File: config.mk
export PLATFORM = sky130hd
export DESIGN_NAME = load_use_interlock
export DESIGN_NICKNAME = d
export VERILOG_FILES = /design/src/rtl/lui_pkg.sv /design/src/rtl/lui_insn_fields.sv /design/src/rtl/lui_src_match.sv /design/src/rtl/lui_kind_gate.sv /design/src/rtl/lui_sat_counter.sv /design/src/rtl/load_use_interlock.sv
export SDC_FILE = /design/constraint.sdc
export NUM_CORES = 1
export LEC_CHECK = 0
export ABC_AREA = 1
export BUFFER_PORTS_ARGS = -buffer_cell sky130_fd_sc_hd__buf_2
export CORE_MARGIN = 2
export CORE_UTILIZATION = 45
export DETAILED_ROUTE_END_ITERATION = 8
export PLACE_DENSITY = 0.79
export SLEW_MARGIN = 20
export SYNTH_ARGS = -nofsm -noshare
export SYNTH_HDL_FRONTEND = slang
export SYNTH_SLANG_ARGS = --single-unit
File: constraint.sdc
create_clock -name clk -period 1.49 [get_ports clk]
set_input_delay 0.0745 -clock clk [delete_from_list [all_inputs] [get_ports clk]]
set_output_delay 0.0745 -clock clk [all_outputs]
set_load 0.05 [all_outputs]
File: src/rtl/lui_pkg.sv
// Shared constants and types for the load-use interlock detector.
// Assumes the fixed 32-bit instruction layout with 5-bit register fields.
package lui_pkg;
    localparam int INSN_W  = 32;
    localparam int REG_AW  = 5;
    localparam int KIND_W  = 3;
    localparam int NSRC    = 2;
    localparam int FMT_HI  = 31;
    localparam int FMT_LO  = 30;
    localparam int OPF_HI  = 24;
    localparam int OPF_LO  = 20;
    localparam int RS1_HI  = 18;
    localparam int RS1_LO  = 14;
    localparam int IMM_BIT = 13;
    localparam int RS2_HI  = 4;
    localparam int RS2_LO  = 0;
    localparam int OPF_W   = OPF_HI - OPF_LO + 1;
    localparam logic [OPF_W-1:0] FPOP_TAG = 5'h1A;

    typedef enum logic [1:0] {
        FMT_BRANCH = 2'd0,
        FMT_CALL   = 2'd1,
        FMT_ALU    = 2'd2,
        FMT_MEM    = 2'd3
    } fmt_e;

    typedef enum logic [KIND_W-1:0] {
        LK_WORD   = 3'd0,
        LK_UBYTE  = 3'd1,
        LK_UHALF  = 3'd2,
        LK_SBYTE  = 3'd3,
        LK_SHALF  = 3'd4,
        LK_DOUBLE = 3'd5,
        LK_SWAP   = 3'd6,
        LK_TAS    = 3'd7
    } ld_kind_e;

    typedef struct packed {
        fmt_e              fmt;
        logic [OPF_W-1:0]  opf;
        logic [REG_AW-1:0] rs1;
        logic              imm;
        logic [REG_AW-1:0] rs2;
    } insn_fields_t;
endpackage

File: src/rtl/lui_insn_fields.sv
// Splits a following instruction word into the fields the interlock rules need.
// Assumes field positions from lui_pkg; the remaining bits are not consulted.
module lui_insn_fields
    import lui_pkg::*;
(
    input  logic [INSN_W-1:0] insn,
    output insn_fields_t      fields
);
    logic unused_bits;

    // Pick out format, operate tag, both source fields and the immediate flag.
    always_comb begin
        fields.fmt = fmt_e'(insn[FMT_HI:FMT_LO]);
        fields.opf = insn[OPF_HI:OPF_LO];
        fields.rs1 = insn[RS1_HI:RS1_LO];
        fields.imm = insn[IMM_BIT];
        fields.rs2 = insn[RS2_HI:RS2_LO];
    end

    assign unused_bits = ^{insn[29:25], insn[19], insn[12:5]};
endmodule

File: src/rtl/lui_src_match.sv
// Decides whether the decoded following instruction reads a given register.
// Assumes fields come from lui_insn_fields; purely combinational.
module lui_src_match
    import lui_pkg::*;
(
    input  insn_fields_t      fields,
    input  logic [REG_AW-1:0] dest,
    output logic              hit
);
    logic                    reads_int;
    logic [REG_AW-1:0]       src [NSRC];
    logic [NSRC-1:0]         src_en;
    logic [NSRC-1:0]         src_eq;

    // Integer sources exist only for non-FP format-2 words and format-3 words.
    always_comb begin
        unique case (fields.fmt)
            FMT_ALU:  reads_int = (fields.opf != FPOP_TAG);
            FMT_MEM:  reads_int = 1'b1;
            default:  reads_int = 1'b0;
        endcase
    end

    // First source is always live; second only without an immediate.
    always_comb begin
        src[0]    = fields.rs1;
        src_en[0] = 1'b1;
        src[1]    = fields.rs2;
        src_en[1] = ~fields.imm;
    end

    for (genvar g = 0; g < NSRC; g++) begin : g_cmp
        assign src_eq[g] = src_en[g] && (src[g] == dest);
    end

    assign hit = reads_int && (|src_eq);
endmodule

File: src/rtl/lui_kind_gate.sv
// Qualifies a load strobe by load kind: only single-register loads can interlock.
// Assumes the kind encoding of lui_pkg::ld_kind_e.
module lui_kind_gate
    import lui_pkg::*;
(
    input  logic              ld_valid,
    input  logic [KIND_W-1:0] ld_kind,
    output logic              qualified
);
    ld_kind_e kind;

    // Accept word and extended byte/half loads, reject the composite kinds.
    always_comb begin
        kind = ld_kind_e'(ld_kind);
        unique case (kind)
            LK_WORD, LK_UBYTE, LK_UHALF, LK_SBYTE, LK_SHALF: qualified = ld_valid;
            default:                                         qualified = 1'b0;
        endcase
    end
endmodule

File: src/rtl/lui_sat_counter.sv
// Saturating event counter with synchronous active-low clear.
// Assumes at most one event per cycle.
module lui_sat_counter #(
    parameter int W = 32
) (
    input  logic         clk,
    input  logic         rst_n,
    input  logic         inc,
    output logic [W-1:0] count
);
    localparam logic [W-1:0] CMAX = '1;

    // Count events, stopping at the all-ones ceiling.
    always_ff @(posedge clk) begin
        if (!rst_n)                    count <= '0;
        else if (inc && count != CMAX) count <= count + 1'b1;
    end
endmodule

File: src/rtl/load_use_interlock.sv
// Load-use interlock detector top. On each qualifying load it checks whether
// the following word reads the load destination and pulses stall next cycle.
// Assumes next_insn is the word directly after the load, presented with ld_valid.
module load_use_interlock
    import lui_pkg::*;
#(
    parameter int CNT_W = 32
) (
    input  logic              clk,
    input  logic              rst_n,
    input  logic              ld_valid,
    input  logic [KIND_W-1:0] ld_kind,
    input  logic [REG_AW-1:0] ld_dest,
    input  logic [INSN_W-1:0] next_insn,
    output logic              stall,
    output logic [CNT_W-1:0]  ilock_count
);
    insn_fields_t fields;
    logic         src_hit;
    logic         qualified;
    logic         detect;

    lui_insn_fields u_fields (
        .insn   (next_insn),
        .fields (fields)
    );

    lui_src_match u_match (
        .fields (fields),
        .dest   (ld_dest),
        .hit    (src_hit)
    );

    lui_kind_gate u_gate (
        .ld_valid  (ld_valid),
        .ld_kind   (ld_kind),
        .qualified (qualified)
    );

    assign detect = qualified && src_hit;

    // Register the detection into a single-cycle stall pulse.
    always_ff @(posedge clk) begin
        if (!rst_n) stall <= 1'b0;
        else        stall <= detect;
    end

    lui_sat_counter #(.W(CNT_W)) u_cnt (
        .clk   (clk),
        .rst_n (rst_n),
        .inc   (detect),
        .count (ilock_count)
    );
endmodule

==> results of run 1 <==
## metrics by stage
stage	hold WS [ps]	util
after floorplan	233	-
after detailed placement	495	0.642
final	267	0.739
after global placement	485	0.642
after CTS	259	0.712
after global routing	266	0.739
## cells by family (layout without fill, tap and decap cells)
logic type	count (synthesis)	after routing
adders and majority gates	1	1
DFF	33	33
buffers and inverters	45	171
xor gates and xnor gates	7	7
AOI/OAI and AO/OA	25	25
and+or+nand+nor	248	251
## cells in the mapped netlist
master	count
nand2_1	114
nor2_1	77
inv_1	38
dfxtp_1	33
nand3_1	21
a21oi_1	11
nand4_1	11
nand3_2	6
nor2_4	4
o21bai_1	4
xor2_1	4
a21oi_2	3
nand2_2	3
o21ai_0	3
xnor2_1	3
buf_6	2
nand3_4	2
nor2_2	2
nor3_1	2
o21ai_1	2
o21ai_2	2
and2_1	1
and2b_2	1
buf_12	1
buf_4	1
clkbuf_1	1
clkinv_2	1
ha_1	1
inv_2	1
nand2_4	1
nand3b_1	1
nor2_8	1
or2_2	1
## flip-flops by register name, indices dropped and copies added, names as in the netlist
register / cells
stall: 1
u_cnt.count: 32
## final timing paths
| kind | end | slack [ps] | cells after the start |
|---|---|---|---|
| worst max-delay path | u_cnt.count[15] | -190 | 13 |
| worst min-delay path | u_cnt.count[12] | 270 | 4 |
| worst min register to register | u_cnt.count[31] | 500 | 2 |
| worst max register to register | u_cnt.count[15] | -190 | 13 |
## per-layer routing
layer | track usage | routed length (um) | up-vias
met5 | 0 | 0 | -
met4 | 0.0992 | 101 | 0
met3 | 0.0461 | 426 | 13
met2 | 0.497 | 3760 | 79
met1 | 0.331 | 2950 | 1262
li1 | - | - | 1390
## tightest hold or removal path, stage by stage
cell and delay [ps]:
buf_2 100, buf_4 220, o21ai_2 90, a21oi_2 30
## power breakdown
part | switching [mW] | internal [mW]
sequential | 0.000900 | 0.850
combinational | 0.100 | 0.0666
clock | 0.327 | 0.325
## timing repair
action                                  in CTS  in global routing
pin swaps                                   22                 14
endpoints found under the setup margin      32                 32
gates cloned                                 3                  0
setup buffers                               10                  5
gates resized for setup                     38                 33
## cell type report
cell class,count,area [um2],area share
sequential,33,746,0.212
tap,67,83.8,0.0239
inverter,40,158,0.0449
clock inverter,1,3.75,0.00107
clock buffer,7,76.3,0.0217
multi-input combinational,284,1630,0.463
timing repair buffer,123,818,0.233
==> flow_metrics.py, run 1 <==
metrics = {
    "route": {
        "avgViaCountPerCell": 4.94,
        "via_count": 2744,
        "drt_first_pass_iters": 4,
        "drt_iter0_markers": 188,
        "drcViolationCount": 0,
        "antenna_left": 0,
        "post_drt_wl_per_cell_um": 13.0,
        "wirelength_mm": 7.23,
    },
    "critical_path": {
        "crit_arrival_ps": 1830,
        "r2r_start": "u_cnt.count[1]",
        "timing.critical_path.from": "u_cnt.count[1]",
        "path_class": "flop to flop",
        "critPathLaunchType": "flop",
        "worst-path-max-fanout": 4,
        "required_ps": 1640,
        "path_buf_inv": 3,
        "path_delay_family": "simple AND/OR/NAND/NOR gates",
        "crit_chain": "ha_4, inv_4, nor2_4, buf_4, buf_6, nand2_4, nor2_4, nand3_2, nand3_4, nor2_2, nand2_1, nand2_1, nor2_1",
        "cp-end-kind": "flop",
        "worst_path_largest_cell_delay_ps": 360,
        "cpMaxStageDelayCell": "dfxtp_4",
    },
    "finish": {
        "antenna_cells": 0,
        "mostFrequentLayoutCells": "nand2_1, buf_2, nor2_1, buf_4, inv_1",
        "instances_no_fill": 555,
        "final_cell_area_um2": 3510,
        "fill_cells": 387,
        "area_delta_synth_final_pct": 57.8,
        "drive_gt1_frac": 0.494,
        "final_nets": 531,
        "final_common_cell": "nand2_1",
    },
    "logic_synthesis": {
        "synth_xor_xnor_area_share": 0.0275,
        "ys_seq_elements": 33,
        "ys_types": 33,
        "synth.area.mux_share": 0,
        "synth_top_area_frac": 0.297,
        "syn_nets": 403,
        "syn_area_um2": 2230,
        "yosys.area.top_type": "dfxtp_1",
        "yosysWarnings": 0,
        "synth_cells": 359,
        "avgSynthCellArea_um2": 6.20,
        "yosysSeqAreaShare": 0.297,
        "netlist_top_cells_area": "dfxtp_1, nand2_1, nor2_1",
        "synthAdderAreaFrac": 0.00562,
        "synthSimpleGateAreaFrac": 0.509,
        "synth_compound_area_frac": 0.0691,
        "synth_top_family_by_area": "simple AND/OR/NAND/NOR gates",
    },
    "placement": {
        "dpl.cell_count": 532,
        "dp_slack_ps": -144,
        "placed_cell_area_um2": 3050,
        "globalplace.congestion": 0.872,
        "portBuffers": 61,
        "dp_hpwl_mm": 4.94,
    },
    "sta": {
        "fmax_mhz": 596,
        "fin_setup_tns_ps": -3580,
        "setup_slack_ps": -189,
        "rsz0062_at_grt": "true",
        "skew_ps": 9.20,
        "period_minus_slack_ps": 1680,
        "finalSetupViolCount": 32,
        "slew_headroom": 0.630,
        "tightestPinTransition_ps": 554,
        "hold_viol_final": 0,
        "finalMaxSlewViolations": 0,
        "fin_crit_sh": 1.13,
    },
    "floorplan": {
        "fp.dieW_um": 74.3,
        "ios": 76,
        "start_util": 0.468,
        "dieArea_um2": 5520,
        "core_um2": 4750,
        "row_count": 25,
        "die_y_um": 74.3,
    },
    "cts": {
        "clkSlewWorstSetupHoldPaths_ps": 70,
        "cts_root_buf": "clkbuf_8",
        "clock_path_buffers": 2,
        "htreeDepth": 2,
        "worst_skew_pair.late_latency_ps": 290,
        "cts_tree": "yes",
        "holdBufCountCts": 0,
        "numCtsBuffers": 5,
        "clock-sinks": 33,
    },
    "global_route": {
        "grt_max_degree": 21,
        "grt_pass1_wl_mm": 11.8,
        "overflow": 0,
        "antenna_found_initial": 0,
        "first_global_vias": 2629,
        "track_usage": 0.276,
    },
    "run_status": {
        "violations": "negative setup slack",
        "outcome": "finished, violations left",
    },
    "worst_hold_path": {
        "hold_class": "input port to flop",
        "hp-start": "rst_n",
    },
    "run": {
        "maxCapViolCount": 0,
    },
    "power_and_ir_drop": {
        "peakVddDrop_v": 0.000485,
        "p_leak_nw": 1.61,
        "p_per_area_nw_per_um2": 475,
        "p_total_mw": 1.67,
    },
}
Note: power is estimated with default switching activity, not from simulation.
==> run 2, diff against run 1 <==
Settings changed: ABC_AREA 1 to default, CORE_UTILIZATION 45 to 44, SYNTH_HIERARCHICAL from default to 1.
==> run 2 against run 1 <==
  * The run still ends with negative setup slack left
  * Non-clock buffer count rose by 38
  * Sequential share of layout area fell by 0.55 points
  * Design area rose by 3.3%
  * Clock skew fell by 4.1 ps
  * Critical path depth fell by 1
  * Utilization rose by 8.9 points
  * Die area fell by 7.1%
  * Fmax fell by 32%
  * Synthesized cell count fell by 33%
==> flow_metrics.py, run 2 <==
metrics = {
    "finish": {
        "final_nets": 422,
        "top_regs": "u_cnt/count x32, stall x1",
        "largest_reg_flops": 32,
        "antenna_cells": 0,
        "area_delta_synth_final_pct": 80.2,
        "mostFrequentLayoutCells": "buf_4, buf_2, dfxtp_4, buf_6, nand2_1",
        "drive_gt1_frac": 0.665,
        "final_common_cell": "buf_4",
        "top_register": "u_cnt/count",
        "instances_no_fill": 431,
    },
    "floorplan": {
        "ios": 76,
        "row_count": 24,
        "fp.dieW_um": 71.7,
        "dieArea_um2": 5140,
        "start_util": 0.459,
        "die_y_um": 71.7,
        "core_um2": 4380,
    },
    "logic_synthesis": {
        "avgSynthCellArea_um2": 8.39,
        "ys_seq_elements": 33,
        "syn_area_um2": 2010,
        "synth_top_area_frac": 0.328,
        "synth_common_cells": "dfxtp_1, buf_4, a21oi_1, nand2_1, nand3_1",
        "netlist_top_cells_area": "dfxtp_1, buf_4, o31ai_1",
        "ys_types": 40,
        "yosysWarnings": 6,
        "yosysSeqAreaShare": 0.328,
        "synthMostInstantiatedCell": "dfxtp_1",
        "synth_cells": 240,
        "synth-edff-count": 0,
        "async_flop_share": 0,
        "ys.flop_type": "dfxtp_1",
        "yosys.area.top_type": "dfxtp_1",
        "syn_nets": 284,
    },
    "power_and_ir_drop": {
        "peakVddDrop_v": 0.000317,
        "internal_power_mw": 1.25,
        "combPwrFrac": 0.087,
        "p_switching_mw": 0.407,
        "p_clk_frac": 0.404,
        "swShare": 0.246,
        "p_per_area_nw_per_um2": 457,
        "seq_power_share": 0.509,
        "p_leak_nw": 1.55,
    },
    "critical_path": {
        "critPathLaunchType": "input port",
        "worst-path-max-fanout": 2,
        "path_class": "input port to flop",
        "cp-end-kind": "flop",
        "crit_arrival_ps": 2640,
        "required_ps": 1650,
    },
    "global_route": {
        "antenna_found_initial": 0,
        "overflow": 0,
        "grt_max_degree": 21,
        "first_global_vias": 2568,
        "grt_pass1_wl_mm": 11.7,
        "track_usage": 0.289,
    },
    "route": {
        "drt_first_pass_iters": 5,
        "drcViolationCount": 0,
        "wirelength_mm": 8.54,
        "drt_iter0_markers": 226,
        "avgViaCountPerCell": 6.24,
        "via_count": 2691,
        "antenna_left": 0,
        "post_drt_wl_per_cell_um": 19.8,
    },
    "sta": {
        "fin_setup_tns_ps": -16780,
        "fin_crit_sh": 1.66,
        "period_minus_slack_ps": 2480,
        "fmax_mhz": 404,
        "finalSetupViolCount": 32,
        "finalMaxSlewViolations": 0,
        "rsz0062_at_grt": "true",
        "setup_slack_ps": -986,
        "tightestPinTransition_ps": 561,
        "skew_ps": 5.07,
        "slew_headroom": 0.623,
        "hold_viol_final": 0,
    },
    "run": {
        "maxCapViolCount": 0,
    },
    "worst_hold_path": {
        "hold_class": "input port to flop",
    },
    "run_status": {
        "violations": "negative setup slack",
        "outcome": "finished, violations left",
    },
    "cts": {
        "numCtsBuffers": 5,
        "clock-sinks": 33,
        "worst_skew_pair.late_latency_ps": 300,
        "cts_root_buf": "clkbuf_8",
        "clkSlewWorstSetupHoldPaths_ps": 60,
        "htreeDepth": 2,
        "clock_path_buffers": 2,
        "cts_tree": "yes",
    },
    "placement": {
        "dpl.cell_count": 401,
        "dp_hpwl_mm": 4.54,
        "portBuffers": 61,
        "globalplace.congestion": 0.865,
    },
}
-- run 2: changes by cell type after synthesis, moves of 9 or more --
cell	delta
clkbuf_1	+9
nand2b_1	+9
or4_1	+11
inv_1	-35
nor2_1	-68
buf_4	+18
nand2_1	-98
o31ai_1	+12
-- run 2: layout make-up --
cell class / count / area, um2
clock buffers: 8 / 80.1
multi-input cells: 174 / 1580
fillers: 251 / 753
inverters: 3 / 11.3
repair buffers: 161 / 1150
flip-flops and latches: 33 / 751
well taps: 52 / 65.1
-- run 2: critical path, stage by stage --
cell     delay [ps]
buf_6           100
xnor2_2         140
nand4_1          90
or3_1           370
a21oi_2         160
and2_4          160
nand4_1         140
or4_4           460
or3_4           350
buf_4           140
o31ai_1         330
a21oi_2         120
-- run 2: what timing repair did --
item | 4_1_cts | 5_1_grt
buffers inserted | 15 | 9
pin swaps | 34 | 23
resized for setup | 49 | 40
setup endpoints to repair | 32 | 32
hold buffers | 0 | 0
gates cloned | 2 | 0
-- run 2: kinds of logic (layout without fill, tap and decap cells) --
group	Yosys count	after routing	share of synthesized area
AOI/OAI and AO/OA	47	47	0.160
xor gates and xnor gates	15	15	0.0652
DFF	33	33	0.328
and+or+nand+nor	104	104	0.308
buffers and inverters	33	172	0.0975
muxes	7	7	0.0348
adders and majority gates	1	1	0.00621
-- run 2: routing by layer --
layer  wire length, um  track usage  vias up
li1                  -            -     1168
met1              3130        0.326     1288
met2              4320        0.533      190
met3               697       0.0534       45
met4               385        0.115        0
met5                 0            0        -
-- run 2: power groups by stage --
stage	combinational, mW	sequential (mW)	clock, mW
2_1_floorplan	0.0953	0.868	0
5_1_grt	0.153	0.843	0.710
3_5_place_dp	0.124	0.866	0
4_1_cts	0.136	0.844	0.656
3_3_place_gp	0.118	0.866	0
6_report	0.143	0.844	0.670
-- run 2: worst paths after layout --
| check | start | end | slack [ps] | cells after the start |
|---|---|---|---|---|
| worst max-delay path | ld_dest[1] | u_cnt/count[31] | -990 | 12 |
| worst min-delay path | ld_valid | stall | 170 | 3 |
| worst max register to register | u_cnt/count[14] | u_cnt/count[31] | -610 | 6 |
| worst min register to register | u_cnt/count[8] | u_cnt/count[9] | 610 | 3 |
-- run 2: per-stage QoR --
stage          total power, mW  cell area (um2)  utilization  hold slack [ps]  setup WS (ps)
6_report                  1.66             3630        0.828              170           -986
5_1_grt                   1.71             3630        0.828              186          -1060
4_1_cts                   1.64             3400        0.776              163           -809
3_5_place_dp             0.990             2980        0.679              460          -1150
3_3_place_gp             0.984             2980        0.679              444          -1090
2_1_floorplan            0.963             2240            -              234          -1010
==> run 3, diff against run 2 <==
Settings changed: CORE_UTILIZATION 44 to 45, PLACE_DENSITY 0.79 to 0.77.
Clock period 1.49 ns to 3 ns, I/O delays scaled along.
==> run 3 against run 2 <==
  * Critical endpoint unchanged
  * Hold slack gained 75 ps
  * Total power shrank 51%
  * Utilization shrank 29 points
  * Combinational power shrank 66%
  * The flow now finishes without violations
  * Via count shrank 27%
  * Sequential power shrank 48%
  * Critical path type unchanged
  * Clock-buffer cell count shrank 1
  * Flip-flop and latch count is the same
  * Sequential share of layout area grew 7.6 points
  * Die area shrank 2.1%
  * Clock power shrank 50%
  * Largest cell class unchanged
  * Highest routed layer unchanged
==> flow_metrics.py, run 3 (synthesis gave the netlist of run 2 again) <==
metrics = {
    "run_status": {
        "outcome": "completed",
    },
    "worst_hold_path": {
        "whs_path_depth": 3,
        "hp-start": "ld_valid",
        "hold_class": "input port to flop",
        "whs_endpoint": "stall",
    },
    "cts": {
        "cts_root_buf": "clkbuf_8",
        "cts_tree": "yes",
        "post_cts_resized": 0,
        "holdBufCountCts": 0,
        "clock_path_buffers": 2,
        "htreeDepth": 2,
        "numCtsBuffers": 5,
        "clock-sinks": 33,
        "clkSlewWorstSetupHoldPaths_ps": 60,
        "cts_setup_buffers": 0,
        "worst_skew_pair.late_latency_ps": 280,
    },
    "power_and_ir_drop": {
        "swShare": 0.214,
        "p_per_area_nw_per_um2": 351,
        "peakVddDrop_v": 0.000238,
        "p_clk_frac": 0.406,
        "p_leak_nw": 0.903,
        "p_switching_mw": 0.176,
        "combPwrFrac": 0.060,
        "p_total_mw": 0.820,
        "seq_power_share": 0.534,
        "internal_power_mw": 0.645,
    },
    "sta": {
        "finalMaxSlewViolations": 0,
        "hold_viol_final": 0,
        "fin_crit_sh": 0.872,
        "tightestPinTransition_ps": 755,
        "slew_headroom": 0.496,
        "timing.hold.ws_ps": 245,
        "fin_setup_tns_ps": 0,
        "finalSetupViolCount": 0,
        "skew_ps": 2.54,
        "rsz0062_at_grt": "false",
        "period_minus_slack_ps": 2610,
        "fmax_mhz": 382,
    },
    "global_route": {
        "first_global_vias": 1762,
        "grt_max_degree": 24,
        "track_usage": 0.183,
        "overflow": 0,
        "grt_pass1_wl_mm": 7.62,
        "antenna_found_initial": 0,
    },
    "critical_path": {
        "r2r.worst_path.cells": 6,
        "cpMaxStageDelayCell": "or4_4",
        "worst_path_largest_cell_delay_ps": 540,
        "cp-end-kind": "flop",
        "path_buf_inv": 1,
        "r2r_setup_slack_ps": 700,
        "crit_arrival_ps": 2820,
        "critPathLaunchType": "input port",
        "required_ps": 3200,
        "crit_chain": "buf_2, xnor2_1, nand4_1, or3_1, a21oi_1, and2_1, nand4_1, or4_4, or3_1, or4_1, a21oi_1",
        "path_delay_family": "simple AND/OR/NAND/NOR gates",
        "r2r-end": "u_cnt/count[30]",
        "path_class": "input port to flop",
        "worst-path-max-fanout": 4,
        "r2r_start": "u_cnt/count[4]",
    },
    "finish": {
        "final_common_cell": "buf_2",
        "utilization": 0.541,
        "fill_cells": 430,
        "antenna_cells": 0,
        "mostFrequentLayoutCells": "buf_2, dfxtp_1, nand2_1, a21oi_1, nand3_1",
        "drive_gt1_frac": 0.282,
        "top_register": "u_cnt/count",
        "top_regs": "u_cnt/count x32, stall x1",
        "largest_reg_flops": 32,
        "area_delta_synth_final_pct": 16.0,
        "final_nets": 328,
    },
    "floorplan": {
        "die_y_um": 70.9,
        "start_util": 0.466,
        "dieArea_um2": 5030,
        "row_count": 24,
        "ios": 76,
        "core_um2": 4320,
        "fp.dieW_um": 70.9,
    },
    "route": {
        "post_drt_wl_per_cell_um": 13.6,
        "wirelength_mm": 4.57,
        "antenna_left": 0,
        "avgViaCountPerCell": 5.82,
        "drt_iter0_markers": 109,
        "drt_first_pass_iters": 4,
        "drcViolationCount": 0,
        "via_count": 1955,
    },
    "placement": {
        "globalplace.congestion": 0.787,
        "dp_hpwl_mm": 3.34,
        "portBuffers": 61,
    },
    "run": {
        "maxCapViolCount": 0,
    },
}
[run 3: layout make-up]
| type | count | area, um2 | area share |
|---|---|---|---|
| Timing Repair Buffer | 67 | 350 | 0.150 |
| Multi-Input combinational cell | 174 | 1160 | 0.498 |
| Sequential cell | 33 | 661 | 0.283 |
| Inverter | 3 | 11.3 | 0.00482 |
| Tap cell | 52 | 65.1 | 0.0278 |
| Clock buffer | 7 | 86.3 | 0.0369 |
[run 3: per-layer routing]
layer  vias up  routed length, um  GRT usage
met1       908               2070      0.227
met2        65               2210      0.323
met4         0                 42     0.0503
li1        978                  -          -
met3         4                245     0.0385
met5         -                  0          0
[run 3: worst max-delay path by stage]
stage | from | to | slack [ps] | depth (start not counted)
floorplan | next_insn[1] | u_cnt/count[31] | 200 | 11
global placement | ld_dest[1] | u_cnt/count[31] | 100 | 11
detailed placement | ld_dest[4] | u_cnt/count[31] | 80 | 11
CTS | ld_dest[4] | u_cnt/count[31] | 380 | 11
global route | ld_dest[1] | u_cnt/count[31] | 140 | 11
finish | ld_dest[4] | u_cnt/count[31] | 390 | 11
[run 3: metrics by stage]
step,setup slack [ps],std cells,instance area [um2]
2_1_floorplan,196,240,2010
3_3_place_gp,101,329,2250
3_5_place_dp,84.9,329,2250
4_1_cts,379,336,2340
5_1_grt,145,336,2340
6_report,385,336,2340
[run 3: power by group through the flow]
| stage | Combinational (mW) | Clock (mW) | Sequential (mW) |
|---|---|---|---|
| after floorplan | 0.0419 | 0 | 0.449 |
| after global placement | 0.0482 | 0 | 0.448 |
| after detailed placement | 0.0495 | 0 | 0.448 |
| after CTS | 0.0496 | 0.342 | 0.438 |
| after global routing | 0.0547 | 0.360 | 0.438 |
| final | 0.0491 | 0.333 | 0.439 |
[run 3: tightest hold or removal path: cells and delay by family]
kind	cells	cell delay, ps
buffers and inverters	1	70
and+or+nand+nor	2	270
